`src/rtl/pb_power_ctrl.sv`:
```
module pb_power_ctrl #(
  parameter int DB_TICKS  = 50,
  parameter int NUM_RAILS = 3
) (
  input  logic                 clk,
  input  logic                 rst_n,
  input  logic                 tick_1k,
  input  logic                 btn_n,
  input  logic                 supply_ok,
  input  logic                 hold_on,
  input  logic                 ramp_done,
  input  logic                 load_done,
  input  logic                 rail_done,
  input  logic                 aux_req,
  input  logic                 lvl_wr,
  input  logic [1:0]           lvl_wdata,
  output logic                 ramp_en,
  output logic                 load_req,
  output logic [NUM_RAILS-1:0] rail_en,
  output logic                 bus_en,
  output logic                 aux_en,
  output logic [1:0]           uvlo_sel
);
  localparam int CW = $clog2(DB_TICKS + 2);
  localparam int IW = (NUM_RAILS > 1) ? $clog2(NUM_RAILS) : 1;
  localparam logic [IW-1:0] LAST = IW'(NUM_RAILS - 1);

  typedef enum logic [2:0] {S_OFF, S_RAMP, S_LOAD, S_RAIL, S_ON} st_t;

  st_t st, st_nx;
  logic [CW-1:0] cnt;
  logic [IW-1:0] idx;
  logic [1:0]    code;

  wire pressed = cnt > CW'(DB_TICKS);
  wire drop    = (btn_n && !hold_on) || !supply_ok;

  always_comb begin
    st_nx = st;
    if (st == S_OFF) begin
      if (pressed && !btn_n && supply_ok) st_nx = S_RAMP;
    end else if (drop) begin
      st_nx = S_OFF;
    end else begin
      case (st)
        S_RAMP:  if (ramp_done) st_nx = S_LOAD;
        S_LOAD:  if (load_done) st_nx = S_RAIL;
        S_RAIL:  if (rail_done && idx == LAST) st_nx = S_ON;
        default: st_nx = st;
      endcase
    end
  end

  always_ff @(posedge clk or negedge rst_n) begin
    if (!rst_n) begin
      st   <= S_OFF;
      cnt  <= '0;
      idx  <= '0;
      code <= 2'b00;
    end else begin
      st <= st_nx;
      if (st != S_OFF || btn_n) cnt <= '0;
      else if (tick_1k && !pressed) cnt <= cnt + 1'b1;
      if (st != S_RAIL) idx <= '0;
      else if (rail_done && idx != LAST) idx <= idx + 1'b1;
      if (st_nx == S_OFF) code <= 2'b00;
      else if (st == S_ON && lvl_wr) code <= lvl_wdata;
    end
  end

  assign ramp_en  = st != S_OFF;
  assign load_req = st == S_LOAD;
  assign bus_en   = st == S_ON;
  assign aux_en   = aux_req && bus_en;
  assign uvlo_sel = code;

  for (genvar i = 0; i < NUM_RAILS; i++) begin : g_rail
    assign rail_en[i] = (st == S_ON) || (st == S_RAIL && idx >= IW'(i));
  end

  a_r1_press_qualified: assert property (@(posedge clk) disable iff (!rst_n)
    $rose(ramp_en) |-> $past(!btn_n) && $past(pressed));
  a_r2_supply_needed: assert property (@(posedge clk) disable iff (!rst_n)
    $rose(ramp_en) |-> $past(supply_ok));
  a_r3_one_rail_step: assert property (@(posedge clk) disable iff (!rst_n)
    $countones(rail_en) <= $countones($past(rail_en)) + 1);
  a_r4_aux_gated: assert property (@(posedge clk) disable iff (!rst_n)
    aux_en |-> bus_en && aux_req);
  a_r5_release_off: assert property (@(posedge clk) disable iff (!rst_n)
    (ramp_en && btn_n && !hold_on) |=> !ramp_en && !bus_en);
  a_r6_supply_loss: assert property (@(posedge clk) disable iff (!rst_n)
    (ramp_en && !supply_ok) |=> !ramp_en && rail_en == '0 && !load_req);
  a_r8_code_default: assert property (@(posedge clk) disable iff (!rst_n)
    !ramp_en |-> uvlo_sel == 2'b00);
endmodule

```
`config.mk`:
```
export PLATFORM = sky130hd
export DESIGN_NAME = pb_power_ctrl
export DESIGN_NICKNAME = d
export VERILOG_FILES = /design/src/rtl/pb_power_ctrl.sv
export SDC_FILE = /design/constraint.sdc
export NUM_CORES = 1
export LEC_CHECK = 0
export BUFFER_PORTS_ARGS = -buffer_cell sky130_fd_sc_hd__buf_4
export CAP_MARGIN = 20
export CORE_MARGIN = 2
export CORE_UTILIZATION = 40
export CTS_CLUSTER_SIZE = 25
export DETAILED_ROUTE_END_ITERATION = 16
export MAX_ROUTING_LAYER = met4
export PLACE_DENSITY = 0.75
export SYNTH_ARGS = -nofsm -noshare
export SYNTH_HDL_FRONTEND = slang
export SYNTH_SLANG_ARGS = --single-unit
```
`constraint.sdc`:
```
create_clock -name clk -period 3.2 [get_ports clk]
set_input_delay 0.96 -clock clk [delete_from_list [all_inputs] [get_ports clk]]
set_output_delay 0.96 -clock clk [all_outputs]
set_load 0.1 [all_outputs]
```
==> results.md <==
Logic synthesis:
- The post-synthesis sequential area ratio is between 40% and 50%.
- The number of synthesized register bits is 13.
- Yosys attributes the largest share of cell area to sky130_fd_sc_hd__dfrtp_1 42%, sky130_fd_sc_hd__ha_1 6.4%, sky130_fd_sc_hd__a21oi_1 5.1%.
- The synthesized area per cell is ~9.0 sq um.
- The fraction of post-synthesis cell area in the top cell type by area is 41.8%.
- The gate count of the mapped netlist is 86.
- The largest area contributor in the netlist is sky130_fd_sc_hd__dfrtp_1.
- The count of yosys warnings during synthesis is 0.
- The fraction of registers with async set/reset is between 90% and 100%.
- The count of different cell masters after synthesis is 28.
- After synthesis, the most frequently instantiated cells are 13 x sky130_fd_sc_hd__dfrtp_1, 8 x sky130_fd_sc_hd__a21oi_1, 8 x sky130_fd_sc_hd__inv_1.
- For this run, the leading register cell type out of synthesis is sky130_fd_sc_hd__dfrtp_1.
- sky130_fd_sc_hd__dfrtp_1 is the most common cell in the netlist.
- The post-synth net total is 103.
- The post-synth design cell area is 778 sq um.
- The number of synthesized flops with an enable pin is 0.

Route:
- The detailed-route wire length per cell is 12.3 microns.
- After detailed routing, the number of remaining DRC violations is 0.
- The detailed-route vias per instance is 5.13.
- The number of vias after detailed routing is a little under 700.
- Summed over all layers, the routed wires come to roughly 1700 microns.
- For this run, the detailed router's first-pass iteration total came to 4.
- The number of antenna-violating nets in the routed design is 0.
- The initial detailed-routing violation count is 13.

Pwr:
- Total power for the finished layout comes to ~300 uW.
- Dividing total power by cell area gives a power density of 304 nW/um^2.
- For this design the static power due to leakage is 0.000496 uW.
- The peak ir drop on the vdd network is 159 uV.

Setup path:
- The number of buffer and inverter instances along the worst setup path is 2.
- STA puts the critical path data required time at 2240 ps.
- The peak fanout along the critical path is 6.
- The startpoint identified for the worst register-to-register timing path is idx[0].
- At the worst endpoint, the arrival time is 1670 ps.
- The cell family contributing the most delay on the critical path is flip-flops.
- In this run the number of cells on the critical path is 5.
- The worst-path cell with the longest stage delay is sky130_fd_sc_hd__dfrtp_1.
- The destination of the critical timing path is rail_en[2].
- The number of cells on the worst reg-to-reg path is 6.
- The most critical setup path has its startpoint at st[0].
- The largest single stage delay on the critical path is 460 ps.
- The worst setup path is of the flop to primary output kind.
- The critical path goes through inv_1 > nor2_1 > nand2_1 > o21ai_1 > buf_4.
- The terminus of the critical flop-to-flop path is uvlo_sel[1].
- The reg2reg setup slack is 1480 ps.
- The worst setup path is captured at a primary output.
- STA classifies the critical path startpoint as a flop.

STA:
- The final-report hold violation count is 0.
- The worst path uses 82.1% of the clock period.
- The worst-margin pin slew is 579 ps.
- The final clock skew is 1.41 ps.
- Derived from the worst setup path, the maximum achievable clock frequency is 381 MHz.
- Setup repair after global routing left no endpoint under its margin.
- The smallest hold slack is 508 ps.
- Setup violations remaining at the end of the flow were counted as 0.
- Measured against its own limit, the worst slew margin works out to 61.3%.
- For the final routed database, the setup TNS stands at 0 ps.
- Counting I/O delays and the setup requirement, the final critical path takes between 2000 and 3000 ps.
- The max-slew violation count came to 0.

Floorplan:
- The standard cell core area is between 1500 and 2000 sq um.
- The floorplan die area is 2310 sq um.
- The height of the die is 48.1 microns.
- 22 I/O pins were placed.
- The initial utilization of the core area, before any placement, comes to 43.6%.
- The site row count is 15.
- The width of the chip is 48.1 microns.

Finish:
- Cells with a size suffix above 1 make up 26.4% of the layout.
- The growth of design area from synthesis to finish is 27.8%.
- The final instance area is 995 sq um.
- Excluding fillers, the count of instances in the completed layout stands at 135.
- At the end of the flow, the number of nets in the layout was 128.
- The number of antenna diodes in the final layout is 0.

Placement:
- During placement, the flow inserted port buffers numbering 21.
- The half-perimeter wire length of the detailed placement result is 1310 microns.
- The post-detailed-placement cell area is 968 sq um.
- Once placement completed, the tool counted placed cells totaling 131.
- Routability-driven placement finished with a final weighted congestion of 0.837.

Global routing:
- The first global-routing pass estimated 2660 microns of wire.
- The overflow left after global routing is 0.
- The pin count of the biggest net entering global routing is 14.
- The global router's overall resource usage is 17.3%.
- The via count of the first global-routing pass was ~650.
- The initial antenna violation count is 0.

Min path:
- The tightest min-delay check is of the input pin to async pin type.

Clock tree:
- The number of buffers inserted by post-CTS setup repair is 0.
- The number of buffers added by the clock tree synthesis step is 3.
- The number of gates resized after CTS was 0.
- The clock net in this run drives a total of 13 sinks.
- For this design, the CTS-stage hold fixing added 0 buffers.
- The clock root buffer is sky130_fd_sc_hd__clkbuf_4.
- The clock edge transition at the registers on the reported setup and hold paths is 80 ps.
- The level count of the clock H-tree is 1.
- The buffer levels on the longest clock path is 2.
- The CTS tree is yes.
- The worst-skew pair later-pin latency is ~280 ps.

Status:
- The run finished with clean final reports.

Flow run:
- The count of max-cap constraint violations is 0.
==> worst reg2reg max path, delay by kind of cell (launching register included) <==
family                   cells  cell delay [ps]
AO/OA/AOI/OAI                3              800
flip-flops                   1              370
adder cells (fa/ha/maj)      1              230
AND/OR/NAND/NOR              1              190
buffers and inverters        1               70
==> worst min path at each step <==
| stage | cells past startpoint | from | endpoint | slack, ps |
|---|---|---|---|---|
| global placement | 2 | idx[0] | idx[0] | 540 |
| finish | 1 | rst_n | cnt[2] | 510 |
| CTS | 1 | rst_n | st[1] | 500 |
| floorplan | 2 | idx[0] | idx[0] | 510 |
| detailed placement | 2 | idx[0] | idx[0] | 550 |
| global route | 1 | rst_n | cnt[2] | 510 |
==> area by class of cell <==
class / count / area [sq um]
Fill cell: 187 / 788
Multi-Input combinational cell: 63 / 420
Sequential cell: 13 / 325
Timing Repair Buffer: 21 / 158
Inverter: 9 / 33.8
Tap cell: 25 / 31.3
Clock buffer: 4 / 26.3
==> cell usage in the layout (no fill, tap or decap), drive strengths merged <==
cell type / count
a211o: 1
inv: 9
o22a: 1
nand4: 1
a21o: 1
nand2b: 3
a211oi: 2
nor4: 1
and2: 1
a311o: 1
nor2: 6
a311oi: 1
nor3: 3
dfrtp: 13
o311ai: 1
and4: 1
o21ai: 5
and3: 2
nand3: 5
a41oi: 1
a21oi: 8
ha: 4
nor2b: 2
buf: 21
mux2i: 4
clkbuf: 4
nand2: 7
xnor2: 1
==> sequential cells by signal, indices dropped and copies added, names as in the netlist <==
name,cells
st,3
uvlo_sel,2
cnt,6
idx,2
==> metrics by stage <==
| step | setup slack [ps] | util [%] |
|---|---|---|
| floorplan | 68.3 | - |
| global placement | 824 | 54.3 |
| detailed placement | 819 | 54.3 |
| CTS | 558 | 55.8 |
| global route | 426 | 55.8 |
| finish | 574 | 55.8 |
==> power breakdown <==
part           internal, uW  switching, uW
sequential              166           2.49
combinational          15.3           14.8
clock                  48.4           54.6
==> layer usage <==
metal  vias up  wire (microns)  track usage, %
met5         -               0               -
met3         4              62            5.56
met2        11             915            29.6
met4         0              17            4.86
met1       324             664            19.2
li1        354               -               -
==> kinds of logic after synthesis <==
kind of cell               Yosys count  share of synthesized area (%)
DFF                                 13                           41.8
buffers and inverters               10                           4.82
xor gates and xnor gates             1                           1.13
AOI/OAI and AO/OA                   22                           19.1
muxes                                4                           5.14
and+or+nand+nor                     32                           21.5
adders and majority gates            4                           6.43
No activity file was read; power rests on OpenSTA's default activity.
